--- src/rtl/pll_ctl_pkg.sv ---
package pll_ctl_pkg;
  localparam int unsigned MAX_PLL   = 4;
  localparam int unsigned NIB_W     = 4;
  localparam int unsigned REG_W     = 32;
  localparam int unsigned CLR_BIT   = 16;
  // positions inside one PLL slice
  localparam int unsigned F_RST     = 0;
  localparam int unsigned F_LOCK    = 1;
  localparam int unsigned F_LOSTLK  = 2;
  localparam int unsigned F_CLKLOST = 3;

  typedef struct packed {
    logic clk_lost;
    logic lost_lock;
    logic lock;
    logic rst;
  } pll_slice_t;
endpackage

--- src/rtl/pll_bit_sync.sv ---
module pll_bit_sync #(
  parameter int unsigned STAGES = 2
) (
  input  logic clk,
  input  logic rst_n,
  input  logic d_async,
  output logic q_sync
);
  logic [STAGES-1:0] chain_q;

  always_ff @(posedge clk) begin
    if (!rst_n) chain_q <= '0;
    else        chain_q <= {chain_q[STAGES-2:0], d_async};
  end

  assign q_sync = chain_q[STAGES-1];
endmodule

--- src/rtl/pll_slice.sv ---
module pll_slice
  import pll_ctl_pkg::*;
#(
  parameter int unsigned SYNC_STAGES = 2
) (
  input  logic       clk,
  input  logic       rst_n,
  input  logic       lock_raw,
  input  logic       clklost_raw,
  input  logic       rst_we,
  input  logic       rst_wval,
  input  logic       flag_clr,
  output pll_slice_t slice,
  output logic       pll_rst
);
  logic lock_s, clklost_s, lock_prev;
  logic rst_q, lost_q, ckl_q;
  logic lock_fall;

  pll_bit_sync #(.STAGES(SYNC_STAGES)) u_sync_lock (
    .clk(clk), .rst_n(rst_n), .d_async(lock_raw), .q_sync(lock_s));
  pll_bit_sync #(.STAGES(SYNC_STAGES)) u_sync_ckl (
    .clk(clk), .rst_n(rst_n), .d_async(clklost_raw), .q_sync(clklost_s));

  assign lock_fall = lock_prev & ~lock_s;

  always_ff @(posedge clk) begin
    if (!rst_n) begin
      rst_q     <= 1'b1;
      lock_prev <= 1'b0;
      lost_q    <= 1'b0;
      ckl_q     <= 1'b0;
    end else begin
      lock_prev <= lock_s;
      if (rst_we) rst_q <= rst_wval;
      // a new event overrides a clear in the same cycle
      if (lock_fall)     lost_q <= 1'b1;
      else if (flag_clr) lost_q <= 1'b0;
      if (clklost_s)     ckl_q  <= 1'b1;
      else if (flag_clr) ckl_q  <= 1'b0;
    end
  end

  assign slice = '{clk_lost: ckl_q, lost_lock: lost_q, lock: lock_s, rst: rst_q};
  assign pll_rst = rst_q;

  a_r3_reset_follows_write: assert property (@(posedge clk) disable iff (!rst_n)
    rst_we |=> (pll_rst == $past(rst_wval)));
  a_r3_reset_holds: assert property (@(posedge clk) disable iff (!rst_n)
    !rst_we |=> $stable(pll_rst));
  a_r5_fall_sets_flag: assert property (@(posedge clk) disable iff (!rst_n)
    $fell(lock_s) |=> slice.lost_lock);
  a_r6_lost_clk_sets_flag: assert property (@(posedge clk) disable iff (!rst_n)
    clklost_s |=> slice.clk_lost);
  a_r6_flag_holds: assert property (@(posedge clk) disable iff (!rst_n)
    (slice.clk_lost && !flag_clr) |=> slice.clk_lost);
  a_r7_clear_works: assert property (@(posedge clk) disable iff (!rst_n)
    (flag_clr && !clklost_s) |=> !slice.clk_lost);
  a_r8_event_beats_clear: assert property (@(posedge clk) disable iff (!rst_n)
    (flag_clr && clklost_s) |=> slice.clk_lost);
endmodule

--- src/rtl/pll_ctl_stat_reg.sv ---
module pll_ctl_stat_reg
  import pll_ctl_pkg::*;
#(
  parameter int unsigned N_PLL       = 4,
  parameter int unsigned SYNC_STAGES = 2
) (
  input  logic             clk,
  input  logic             rst_n,
  input  logic             wr_en,
  input  logic [31:0]      wr_data,
  output logic [31:0]      rd_data,
  input  logic [N_PLL-1:0] lock_in,
  input  logic [N_PLL-1:0] refclk_lost_in,
  output logic [N_PLL-1:0] pll_rst_out
);
  localparam int unsigned LIVE_W = MAX_PLL * NIB_W;

  logic             flag_clr;
  logic [LIVE_W-1:0] live_bits;
  logic             unused_wr;

  assign flag_clr  = wr_en & wr_data[CLR_BIT];
  assign unused_wr = ^wr_data;

  for (genvar g = 0; g < MAX_PLL; g++) begin : g_slot
    if (g < N_PLL) begin : g_live
      pll_slice_t sl;
      pll_slice #(.SYNC_STAGES(SYNC_STAGES)) u_slice (
        .clk        (clk),
        .rst_n      (rst_n),
        .lock_raw   (lock_in[g]),
        .clklost_raw(refclk_lost_in[g]),
        .rst_we     (wr_en),
        .rst_wval   (wr_data[g*NIB_W + F_RST]),
        .flag_clr   (flag_clr),
        .slice      (sl),
        .pll_rst    (pll_rst_out[g])
      );
      assign live_bits[g*NIB_W +: NIB_W] = sl;
    end else begin : g_absent
      assign live_bits[g*NIB_W +: NIB_W] = '0;
    end
  end

  assign rd_data = {{(REG_W-LIVE_W){1'b0}}, live_bits};

  a_r9_upper_zero: assert property (@(posedge clk) disable iff (!rst_n)
    rd_data[31:16] == 16'h0);
  a_r1_reset_bits_match_pins: assert property (@(posedge clk) disable iff (!rst_n)
    rd_data[0] == pll_rst_out[0]);
endmodule

--- config.mk ---
export PLATFORM = sky130hd
export DESIGN_NAME = pll_ctl_stat_reg
export DESIGN_NICKNAME = d
export VERILOG_FILES = /design/src/rtl/pll_ctl_pkg.sv /design/src/rtl/pll_bit_sync.sv /design/src/rtl/pll_slice.sv /design/src/rtl/pll_ctl_stat_reg.sv
export SDC_FILE = /design/constraint.sdc
export NUM_CORES = 1
export LEC_CHECK = 0
export BUFFER_PORTS_ARGS = -buffer_cell sky130_fd_sc_hd__buf_2
export CELL_PAD_IN_SITES_DETAIL_PLACEMENT = 1
export CELL_PAD_IN_SITES_GLOBAL_PLACEMENT = 1
export CORE_ASPECT_RATIO = 1.5
export CORE_MARGIN = 2
export CORE_UTILIZATION = 32
export CTS_CLUSTER_DIAMETER = 200
export CTS_CLUSTER_SIZE = 16
export DETAILED_ROUTE_END_ITERATION = 10
export PLACE_DENSITY = 0.84
export SYNTH_ARGS = -nofsm -noshare
export SYNTH_HDL_FRONTEND = slang
export SYNTH_SLANG_ARGS = --single-unit
export TNS_END_PERCENT = 1
--- constraint.sdc ---
create_clock -name clk -period 1.3 [get_ports clk]
set_clock_uncertainty 0.15 [all_clocks]
set_input_delay 0.26 -clock clk [delete_from_list [all_inputs] [get_ports clk]]
set_output_delay 0.26 -clock clk [all_outputs]
set_load 0.02 [all_outputs]
-- After elaboration in Yosys (flattened, before gate mapping)
Index checks and enable logic that the tools add are counted.
- register bits: 32
- input bits: 43
- output and inout port bits: 36
- logic and storage cells: 50
- muxes and demuxes: 9
- bitwise operators: 9
- reductions and logical operators: 8
- operators with widths (operator ; count):
    nonzero test 2 bit ; 8
    2-to-1 mux 1 bit ; 9
    AND 1 bit ; 5
    inverter 1 bit ; 4

-- Logic depth before layout (Yosys ltp)
Gate-level depths: netlist of run 1.
- depth after elaboration: 3
- depth in mapped cells: 4
- mapped depth without buffers: 2

-- Hierarchy
From an unflattened synthesis of run 1, not the netlist that was laid out.
- cell total of the unflattened synthesis: 114
- area total of the unflattened synthesis: 1226.2 sq um
- modules (own cells, without submodules) (module ; instances ; cells each ; area each (sq um) ; seq. area each (sq um)):
    pll_slice ; 4 ; 16 ; 168.9 ; 80.1
    pll_bit_sync ; 8 ; 4 ; 52.6 ; 40.0
    pll_ctl_stat_reg ; 1 ; 18 ; 130.1 ; 0.0

-- Worst setup path before layout of run 1
No wires, ideal clock.
- path kind: input to register
- start point: input port wr_en
- end point: register g_slot[0].g_live.u_slice.ckl_q
- setup time: 0.067 ns
- data arrival time: 0.738 ns
- data required time: 1.083 ns
- slack: 0.345 ns
- cell stages on the path: 4
- path buffers: 2
- path through: buf_6 and2_4 buf_6 o21ai_2
- longest elaborated chain between the ends: 2
- RTL lines (what ; RTL line ; RTL):
    from (decl) ; pll_ctl_stat_reg.sv:9 ; input logic wr_en,
    AND 1 bit ; pll_ctl_stat_reg.sv:22 ; assign flag_clr = wr_en & wr_data[CLR_BIT];
    nonzero test 2 bit (no line) ; - ;
    to (signal assigned) ; pll_slice.sv:32 ; ckl_q <= 1'b0;
    to (signal assigned) ; pll_slice.sv:39 ; if (clklost_s) ckl_q <= 1'b1;
    to (signal assigned) ; pll_slice.sv:40 ; else if (flag_clr) ckl_q <= 1'b0;
    to (decl) ; pll_slice.sv:17 ; logic rst_q, lost_q, ckl_q;
Every way passes these cells.
A chain may end at the register's enable or synchronous reset.

-- Worst setup path after layout of run 1
- start point: register g_slot[2].g_live.u_slice.rst_q
- end point: output port rd_data[8]
- RTL lines (what ; RTL line ; RTL):
    from (decl) ; pll_slice.sv:17 ;
    from (signal assigned) ; pll_slice.sv:35 ; if (rst_we) rst_q <= rst_wval;
    to (decl) ; pll_ctl_stat_reg.sv:11 ; output logic [31:0] rd_data,
No word-level cell between the ends.

==> impl_results.md, run 1 <==
- Synth Register Bits: 32
- Critical path peak fanout: 3
- Vias in the first global route: 689
- Worst r2r dst: g_slot[2].g_live.u_slice.pll_rst$_SDFFE_PN1P_
- GRT Residual Overflow: 0
- Starting density of the core: 0.331
- Worst hold path class: in -> reg
- WHS: 0.0334 ns
- Area Growth Syn to Fin: 5.83%
- IO buf count: 35
- Reg2Reg Launch Point: g_slot[2].g_live.u_slice.pll_rst$_SDFFE_PN1P_
- Reg2reg path depth: 2
- Vias: 750
- Setup TNS: 0 ns
- Period minus WS final: 1.21 ns
- Slowest cell on the critical path: dfxtp_1
- Seq/Total Area, Yosys: 0.497
- Synth warnings: 0
- Worst-Skew Late Latency: 0.28 ns
- DPL Wire Length: 1290 um
- Vias/cell: 3.97
- GPL Wtd Cong: 0.649
- Status: finished clean
- Final wirelength: 1790 um
- Number of max-cap violations: 0
- CTS buffer count: 5
- Hold Fails Final Rpt: 0
- Full die area: 4560 sq um
- Initial antenna violation count: 0
- Diodes inserted: 0
- Maximum VDD drop: 0.662 mV
- CTS resizes: 0
- Cts hold-fix bufs: 0
- PwrDens: 1410 nW/um^2
- CP top delay family: flip-flops
- CP Launch Type: register
- Final #Nets: 187
- RSZ-0062 raised after global routing: false
- LEAKAGE: 0.643 nW
- Root Buffer: clkbuf_8
- Worst setup EP type: output port
- Layout cells sized above 1: 0.354
- Total power: 1.93 mW
- Post-Synthesis Cells: 128
- Hold path startpoint: lock_in[2]
- Die H: 81.7 um
- Netlist cell types: 12
- WHS Endpoint: g_slot[2].g_live.u_slice.u_sync_lock.chain_q[0]$_SDFF_PN0_
- Max Freq: 829 MHz
- Max Slew Vio Count: 0
- Total GRT Usage: 0.0857
- R2r setup slk: 0.53 ns
- Wire per inst: 9.44 um
- Final setup violating endpoints: 0
- Drt drc: 0
- Tcrit/Tclk final: 0.928
- Hold path depth: 2
- Detailed Route Iter0 Violations: 16
- Postcts setup bufs: 0
- CP peak stage delay: 0.34 ns
- Pre-CTS WS: 0.272 ns
- CP Buf/Inv Count: 1
- CP required: 0.89 ns
- WS Path Type: reg -> out
- Synth Area per Inst: 10.1 sq um
- Remaining antenna violation count: 0
- Critical Path AT: 0.80 ns
- Bufs on Longest Clock Path: 2
- CTS Sinks: 32
- Site row count: 28
- Top Ports: 79
- Width of the die: 55.8 um
- CTS clk-pin slew, worst paths: 0.06 ns
- Util after Layout: 0.351
- Fin worst setup slack: 0.0940 ns
- Htree depth: 2
- Largest net degree at the start of global routing: 41
- Post-Syn Area: 1290 sq um
- CP Cell Sequence: buf_2
- Core area: 3890 sq um
- First-pass GRT wire length: 2900 um
- DRT Pass-1 Iters: 4
- CTS tree: yes
[layout make-up]
class,count,area [sq um]
Clock buffer,6,72.6
Fill cell,470,2520
Clock inverter,1,5.00
Multi-Input combinational cell,69,394
Sequential cell,32,641
Tap cell,45,56.3
Timing Repair Buffer,36,195
[cells in the mapped netlist]
master    count  share of area
buf_2         2         0.0078
buf_4        36           0.21
dfxtp_1      32           0.50
nand3b_1      4          0.023
and2_1       20          0.097
mux2i_1       4          0.031
o21ai_2       8          0.054
nand2_1      16          0.047
conb_1        1         0.0029
buf_6         2          0.017
and2_4        1         0.0068
clkbuf_1      2         0.0058
[cell families after synthesis]
kind of cell	synth area share
other cells	0.00291
mux	0.0311
flops	0.497
simple gates	0.174
buf+inv	0.241
compound gates	0.0544
[power by group]
group          internal, mW  total [mW]  switching, mW  leakage, nW
Clock                 0.362       0.684          0.322       0.0410
Sequential             1.02        1.04         0.0151        0.263
Combinational        0.0704       0.203          0.132        0.338
Total                  1.46        1.93          0.469        0.643
[layout by cell type, fill, tap and decap left out]
master / synthesis / routed
nand2_1: 16 / 16
clkinv_2: 0 / 1
buf_2: 2 / 35
and2_1: 20 / 20
o21ai_2: 8 / 8
clkbuf_1: 2 / 1
buf_12: 0 / 1
and2_4: 1 / 1
dfxtp_1: 32 / 32
clkbuf_8: 0 / 5
mux2i_1: 4 / 4
conb_1: 1 / 16
nand3b_1: 4 / 4
[worst max path at each step]
stage                                                  startpoint  cells past startpoint                                      endpoint  slack, ns
floorplan                                                   wr_en                      4   g_slot[0].g_live.u_slice.ckl_q$_SDFFE_PN0P_       0.34
global placement                                            wr_en                      3  g_slot[2].g_live.u_slice.lost_q$_SDFFE_PN0P_       0.28
detailed placement                                          wr_en                      3   g_slot[1].g_live.u_slice.ckl_q$_SDFFE_PN0P_       0.27
CTS                 g_slot[2].g_live.u_slice.pll_rst$_SDFFE_PN1P_                      1                                    rd_data[8]       0.08
global route        g_slot[2].g_live.u_slice.pll_rst$_SDFFE_PN1P_                      1                                    rd_data[8]       0.04
finish              g_slot[2].g_live.u_slice.pll_rst$_SDFFE_PN1P_                      1                                    rd_data[8]       0.09
[routing by layer]
layer | vias up | track usage | routed length (um)
met2 | 43 | 0.142 | 862
li1 | 375 | - | -
met3 | 6 | 0.0472 | 211
met5 | - | 0 | 0
met1 | 326 | 0.0795 | 647
met4 | 0 | 0.0643 | 65
[registers in the layout (all words and copies together), names as in the netlist]
register / flops
g_slot.g_live.u_slice.ckl_q: 4
g_slot.g_live.u_slice.lock_prev: 4
g_slot.g_live.u_slice.lost_q: 4
g_slot.g_live.u_slice.pll_rst: 4
g_slot.g_live.u_slice.u_sync_ckl.chain_q: 8
g_slot.g_live.u_slice.u_sync_lock.chain_q: 8
[through the flow]
stage | area, sq um | cells
2_1_floorplan | 1350 | 143
3_3_place_gp | 1290 | 182
3_5_place_dp | 1290 | 182
4_1_cts | 1360 | 189
5_1_grt | 1360 | 189
6_report | 1360 | 189
Note: power is estimated with default switching activity, not from simulation.
==> inputs of run 2 (changes only) <==
CELL_PAD_IN_SITES_DETAIL_PLACEMENT = not set   (was 1)
CELL_PAD_IN_SITES_GLOBAL_PLACEMENT = not set   (was 1)
CORE_UTILIZATION = 35   (was 32)
PLACE_DENSITY = 0.68   (was 0.84)
RECOVER_POWER = 100   (was not set)
==> impl_results.md, run 2 (synthesis results as in run 1) <==
- Slew @ Worst Pin: 0.637 ns
- Worst setup EP type: output port (unchanged)
- CTS tree: yes (unchanged)
- Full die area: 4190 sq um (was 4560 sq um)
- Drt drc: 0 (unchanged)
- Reg2Reg Launch Point: g_slot[1].g_live.u_slice.u_sync_lock.chain_q[1]$_SDFF_PN0_ (was g_slot[2].g_live.u_slice.pll_rst$_SDFFE_PN1P_)
- CTS Sinks: 32 (unchanged)
- Period minus WS final: 1.24 ns (was 1.21 ns)
- Final wirelength: 1630 um (was 1790 um)
- Diodes inserted: 0 (unchanged)
- Slew headroom: 0.575
- Final setup violating endpoints: 0 (unchanged)
- Starting density of the core: 0.357 (was 0.331)
- CTS resizes: 0 (unchanged)
- CP peak stage delay: 0.33 ns (was 0.34 ns)
- Layout cells sized above 1: 0.283 (was 0.354)
- Critical Path AT: 0.83 ns (was 0.80 ns)
- Top Ports: 79 (unchanged)
- Status: finished clean (unchanged)
- WHS Endpoint: g_slot[1].g_live.u_slice.u_sync_lock.chain_q[0]$_SDFF_PN0_ (was g_slot[2].g_live.u_slice.u_sync_lock.chain_q[0]$_SDFF_PN0_)
- Core area: 3610 sq um (was 3890 sq um)
- DRT Pass-1 Iters: 2 (was 4)
- Root Buffer: clkbuf_8 (unchanged)
- Number of max-cap violations: 0 (unchanged)
- LEAKAGE: 0.613 nW (was 0.643 nW)
- Area Growth Syn to Fin: 2.91% (was 5.83%)
- CTS clk-pin slew, worst paths: 0.06 ns (about the same)
- DPL Wire Length: 1170 um (was 1290 um)
- Site row count: 27 (was 28)
- Max Freq: 809 MHz (was 829 MHz)
- Htree depth: 2 (unchanged)
- Reg2reg path depth: 2 (unchanged)
- Largest net degree at the start of global routing: 41 (unchanged)
- Worst hold path class: in -> reg (unchanged)
- CP Cell Sequence: clkbuf_1 (was buf_2)
- Max Slew Vio Count: 0 (unchanged)
- Worst r2r dst: g_slot[1].g_live.u_slice.lost_q$_SDFFE_PN0P_ (was g_slot[2].g_live.u_slice.pll_rst$_SDFFE_PN1P_)
- IO buf count: 35 (unchanged)
- Postcts setup bufs: 0 (unchanged)
- First-pass GRT wire length: 2700 um (was 2900 um)
- CP Launch Type: register (unchanged)
- Most frequent cells in the layout: dfxtp_1, clkbuf_2, nand2_1, conb_1, buf_2 (was buf_2, dfxtp_1, and2_1, nand2_1, conb_1)
- Vias: 710 (was 750)
- Vias in the first global route: 618 (was 689)
- Total GRT Usage: 0.0906 (was 0.0857)
- Commonest non-fill, non-tap cell in the layout: dfxtp_1 (was buf_2)
- Tcrit/Tclk final: 0.950 (was 0.928)
- Detailed Route Iter0 Violations: 4 (was 16)
- Remaining antenna violation count: 0 (unchanged)
- GRT Residual Overflow: 0 (unchanged)
- Pre-CTS WS: 0.244 ns (was 0.272 ns)
- Wire per inst: 8.69 um (was 9.44 um)
- Register area: 641 sq um (unchanged)
- RSZ-0062 raised after global routing: false (unchanged)
- Fin worst setup slack: 0.0645 ns (was 0.0940 ns)
- R2r setup slk: 0.48 ns (was 0.53 ns)
- Cts hold-fix bufs: 0 (unchanged)
- CP top delay family: flip-flops (unchanged)
- Slowest cell on the critical path: dfxtp_1 (unchanged)
- CP required: 0.89 ns (about the same)
- WS Path Type: reg -> out (unchanged)
- Initial antenna violation count: 0 (unchanged)
- Hold path startpoint: lock_in[1] (was lock_in[2])
- Width of the die: 53.5 um (was 55.8 um)
- Hold path depth: 2 (unchanged)
- Multi-input logic area: 364 sq um (was 394 sq um)
- Maximum VDD drop: 0.721 mV (was 0.662 mV)
- Top Registers: g_slot.g_live.u_slice.u_sync_ckl.chain_q x8, g_slot.g_live.u_slice.u_sync_lock.chain_q x8 (unchanged)
- Setup TNS: 0 ns (unchanged)
- Critical path peak fanout: 2 (was 3)
- Final #Nets: 187 (unchanged)
- Fill count: 398 (was 470)
- CP Buf/Inv Count: 1 (unchanged)
- PwrDens: 1490 nW/um^2 (was 1410 nW/um^2)
- Worst-Skew Late Latency: 0.27 ns (was 0.28 ns)
- Vias/cell: 3.78 (was 3.97)
- Hold Fails Final Rpt: 0 (unchanged)
- Bufs on Longest Clock Path: 2 (unchanged)
- CTS buffer count: 5 (unchanged)
- Die H: 78.3 um (was 81.7 um)
- GPL Wtd Cong: 0.691 (was 0.649)
-- run 2: report_power, final --
part	switching (mW)	total (mW)	internal, mW	leakage [nW]
Combinational	0.125	0.186	0.0606	0.304
Sequential	0.0166	1.04	1.02	0.263
Clock	0.313	0.744	0.431	0.0455
Total	0.455	1.97	1.52	0.613
-- run 2: final cells by class --
type / instances / share of cell area
flip-flops and latches: 32 / 0.483
multi-input cells: 69 / 0.275
repair buffers: 36 / 0.134
clock buffers: 8 / 0.0679
well taps: 43 / 0.0406
-- run 2: worst max-delay path by stage --
stage	from	end	slack, ns	cells after the start
3_5_place_dp	wr_en	g_slot[0].g_live.u_slice.lost_q$_SDFFE_PN0P_	0.24	3
5_1_grt	g_slot[1].g_live.u_slice.pll_rst$_SDFFE_PN1P_	rd_data[4]	0.02	1
3_3_place_gp	wr_en	g_slot[3].g_live.u_slice.lost_q$_SDFFE_PN0P_	0.26	3
2_1_floorplan	wr_en	g_slot[0].g_live.u_slice.ckl_q$_SDFFE_PN0P_	0.34	4
6_report	g_slot[2].g_live.u_slice.lost_q$_SDFFE_PN0P_	rd_data[10]	0.06	1
4_1_cts	g_slot[1].g_live.u_slice.pll_rst$_SDFFE_PN1P_	pll_rst_out[1]	0.07	1
-- run 2: layer usage --
metal | track usage | share of wire | vias up
li1 | - | - | 374
met1 | 0.0982 | 0.40 | 310
met2 | 0.138 | 0.50 | 22
met3 | 0.0437 | 0.081 | 4
met4 | 0.0538 | 0.019 | 0
met5 | 0 | 0 | -
-- run 2: metrics by stage --
stage	hold slack, ns	utilization	cells	area [sq um]	power (mW)
3_3_place_gp	0.259	0.355	180	1280	1.26
4_1_cts	0.0320	0.380	188	1370	2.02
3_5_place_dp	0.260	0.355	180	1280	1.27
6_report	0.0417	0.367	188	1330	1.97
2_1_floorplan	0.237	-	143	1350	1.28
5_1_grt	0.0352	0.367	188	1330	2.08
==> inputs of run 3 (changes only) <==
CORE_UTILIZATION = 38   (was 35)
PLACE_DENSITY = 0.76   (was 0.68)
clock period = 1 ns   (was 1.3 ns; I/O delays follow)
==> impl_results.md, run 3 (synthesis results as in run 1) <==
- DPL Wire Length: 1150 um (was 1170 um)
- R2r setup slk: 0.20 ns (was 0.48 ns)
- Initial antenna violation count: 0 (unchanged)
- IO buf count: 35 (unchanged)
- CTS tree: yes (unchanged)
- Max Slew Vio Count: 0 (unchanged)
- Number of max-cap violations: 0 (unchanged)
- Top Registers: g_slot.g_live.u_slice.u_sync_ckl.chain_q x8, g_slot.g_live.u_slice.u_sync_lock.chain_q x8 (unchanged)
- GPL Wtd Cong: 0.680 (was 0.691)
- Tcrit/Tclk final: 1.11
- Hold path depth: 3 (was 2)
- Diodes inserted: 0 (unchanged)
- Total GRT Usage: 0.0957 (was 0.0906)
- Core area: 3190 sq um (was 3610 sq um)
- Worst setup EP type: output port (unchanged)
- Drt drc: 0 (unchanged)
- Top Ports: 79 (unchanged)
- Hold Fails Final Rpt: 2 (was 0)
- Worst hold path class: in -> reg (unchanged)
- Fin worst setup slack: -0.105 ns (was 0.0645 ns)
- Vias in the first global route: 633 (was 618)
- Slowest cell on the critical path: dfxtp_2 (was dfxtp_1)
- Remaining antenna violation count: 0 (unchanged)
- Hold path startpoint: wr_data[0] (was lock_in[1])
- Worst r2r dst: g_slot[1].g_live.u_slice.pll_rst$_SDFFE_PN1P_ (was g_slot[1].g_live.u_slice.lost_q$_SDFFE_PN0P_)
- Status: complete, but fails checks (was finished clean)
- Postcts setup bufs: 0 (unchanged)
- WHS Endpoint: g_slot[0].g_live.u_slice.pll_rst$_SDFFE_PN1P_ (was g_slot[1].g_live.u_slice.u_sync_lock.chain_q[0]$_SDFF_PN0_)
- CP Cell Sequence: buf_6 (was clkbuf_1)
- DRT Pass-1 Iters: 3 (was 2)
- CP peak stage delay: 0.36 ns (was 0.33 ns)
- Die H: 75.3 um (was 78.3 um)
- Wire per inst: 8.86 um (was 8.69 um)
- First-pass GRT wire length: 2660 um (was 2700 um)
- Maximum VDD drop: 0.749 mV (was 0.721 mV)
- Htree depth: 2 (unchanged)
- Vias/cell: 3.91 (was 3.78)
- CP Buf/Inv Count: 1 (unchanged)
- Inst Count DP: 177 (was 180)
- Bufs on Longest Clock Path: 2 (unchanged)
- Width of the die: 51.6 um (was 53.5 um)
- Worst-Skew Late Latency: 0.27 ns (about the same)
- CP Launch Type: register (unchanged)
- Layout cells sized above 1: 0.396 (was 0.283)
- Final setup violating endpoints: 20 (was 0)
- Fin cells: 194 (was 188)
- CTS Sinks: 32 (unchanged)
- Largest net degree at the start of global routing: 41 (unchanged)
- RSZ-0062 raised after global routing: true (was false)
- Final wirelength: 1720 um (was 1630 um)
- WS Path Type: reg -> out (unchanged)
- Full die area: 3880 sq um (was 4190 sq um)
- Pre-CTS WS: 0.0297 ns (was 0.244 ns)
- LEAKAGE: 0.723 nW (was 0.613 nW)
- Area Growth Syn to Fin: 22.9% (was 2.91%)
- Site row count: 25 (was 27)
- Cts hold-fix bufs: 9 (was 0)
- CP required: 0.65 ns (was 0.89 ns)
- CTS buffer count: 5 (unchanged)
- Violated checks: hold timing, setup timing
- Starting density of the core: 0.404 (was 0.357)
- Period minus WS final: 1.11 ns
- Most frequent cells in the layout: and2_1, dfxtp_1, nand2_1, conb_1, buf_2 (was dfxtp_1, clkbuf_2, nand2_1, conb_1, buf_2)
- GRT Residual Overflow: 0 (unchanged)
- PwrDens: 1800 nW/um^2 (was 1490 nW/um^2)
- Critical Path AT: 0.76 ns (was 0.83 ns)
- Final #Nets: 196 (was 187)
- CTS clk-pin slew, worst paths: 0.06 ns (about the same)
- Reg2Reg Launch Point: g_slot[1].g_live.u_slice.pll_rst$_SDFFE_PN1P_ (was g_slot[1].g_live.u_slice.u_sync_lock.chain_q[1]$_SDFF_PN0_)
- CP top delay family: flip-flops (unchanged)
- Detailed Route Iter0 Violations: 5 (was 4)
- Critical path peak fanout: 3 (was 2)
- Root Buffer: clkbuf_8 (unchanged)
- Max Freq: 905 MHz
- Reg2reg path depth: 2 (unchanged)
- Vias: 758 (was 710)
- WHS: -0.00948 ns (was 0.0417 ns)
-- run 3: worst max path at each step --
stage / from / end / slack (ns) / cells past startpoint
after global routing: g_slot[3].g_live.u_slice.pll_rst$_SDFFE_PN1P_ / rd_data[12] / -0.13 / 1
after floorplan: wr_en / g_slot[0].g_live.u_slice.ckl_q$_SDFFE_PN0P_ / 0.10 / 4
after global placement: wr_en / g_slot[2].g_live.u_slice.lost_q$_SDFFE_PN0P_ / 0.04 / 3
after CTS: g_slot[1].g_live.u_slice.pll_rst$_SDFFE_PN1P_ / pll_rst_out[1] / -0.12 / 1
final: g_slot[1].g_live.u_slice.pll_rst$_SDFFE_PN1P_ / rd_data[4] / -0.11 / 1
after detailed placement: wr_en / g_slot[2].g_live.u_slice.lost_q$_SDFFE_PN0P_ / 0.03 / 3
-- run 3: report_power, final --
part | internal, mW | leakage [nW] | total [mW] | switching (mW)
sequential | 1.34 | 0.266 | 1.36 | 0.0265
clock | 0.738 | 0.0552 | 1.17 | 0.436
combinational | 0.148 | 0.402 | 0.319 | 0.171
total | 2.22 | 0.723 | 2.86 | 0.634
-- run 3: final cells by class --
cell class | count | area [sq um]
Clock buffer | 6 | 72.6
Sequential cell | 32 | 657
Fill cell | 302 | 1610
Tap cell | 40 | 50.0
Multi-Input combinational cell | 69 | 379
Clock inverter | 2 | 35.0
Timing Repair Buffer | 45 | 390
-- run 3: repair_timing --
| item | CTS | global route |
|---|---|---|
| hold endpoints to repair | 12 | 1 |
| pin swaps | 0 | 1 |
| setup endpoints to repair | 20 | 21 |
| gates resized for setup | 50 | 1 |
-- run 3: per-stage QoR --
stage          instance area [sq um]  setup TNS, ns  utilization  total power [mW]
6_report                        1580          -1.79        0.496              2.86
5_1_grt                         1580          -2.33        0.496              2.98
4_1_cts                         1600          -2.02        0.502              2.91
3_5_place_dp                    1280              0        0.401              1.64
3_3_place_gp                    1280              0        0.401              1.64
2_1_floorplan                   1350              0            -              1.67
-- run 3: tightest hold or removal path, cell delays in order --
cell	delay, ns
buf_2	0.08
mux2i_1	0.05
nand2_1	0.06
-- run 3: metal layers --
metal | vias to the layer above | share of wire | GRT usage
met4 | 0 | 0.035 | 0.0789
met2 | 30 | 0.54 | 0.158
met5 | - | 0 | 0
li1 | 391 | - | -
met1 | 330 | 0.35 | 0.0915
met3 | 7 | 0.073 | 0.0412
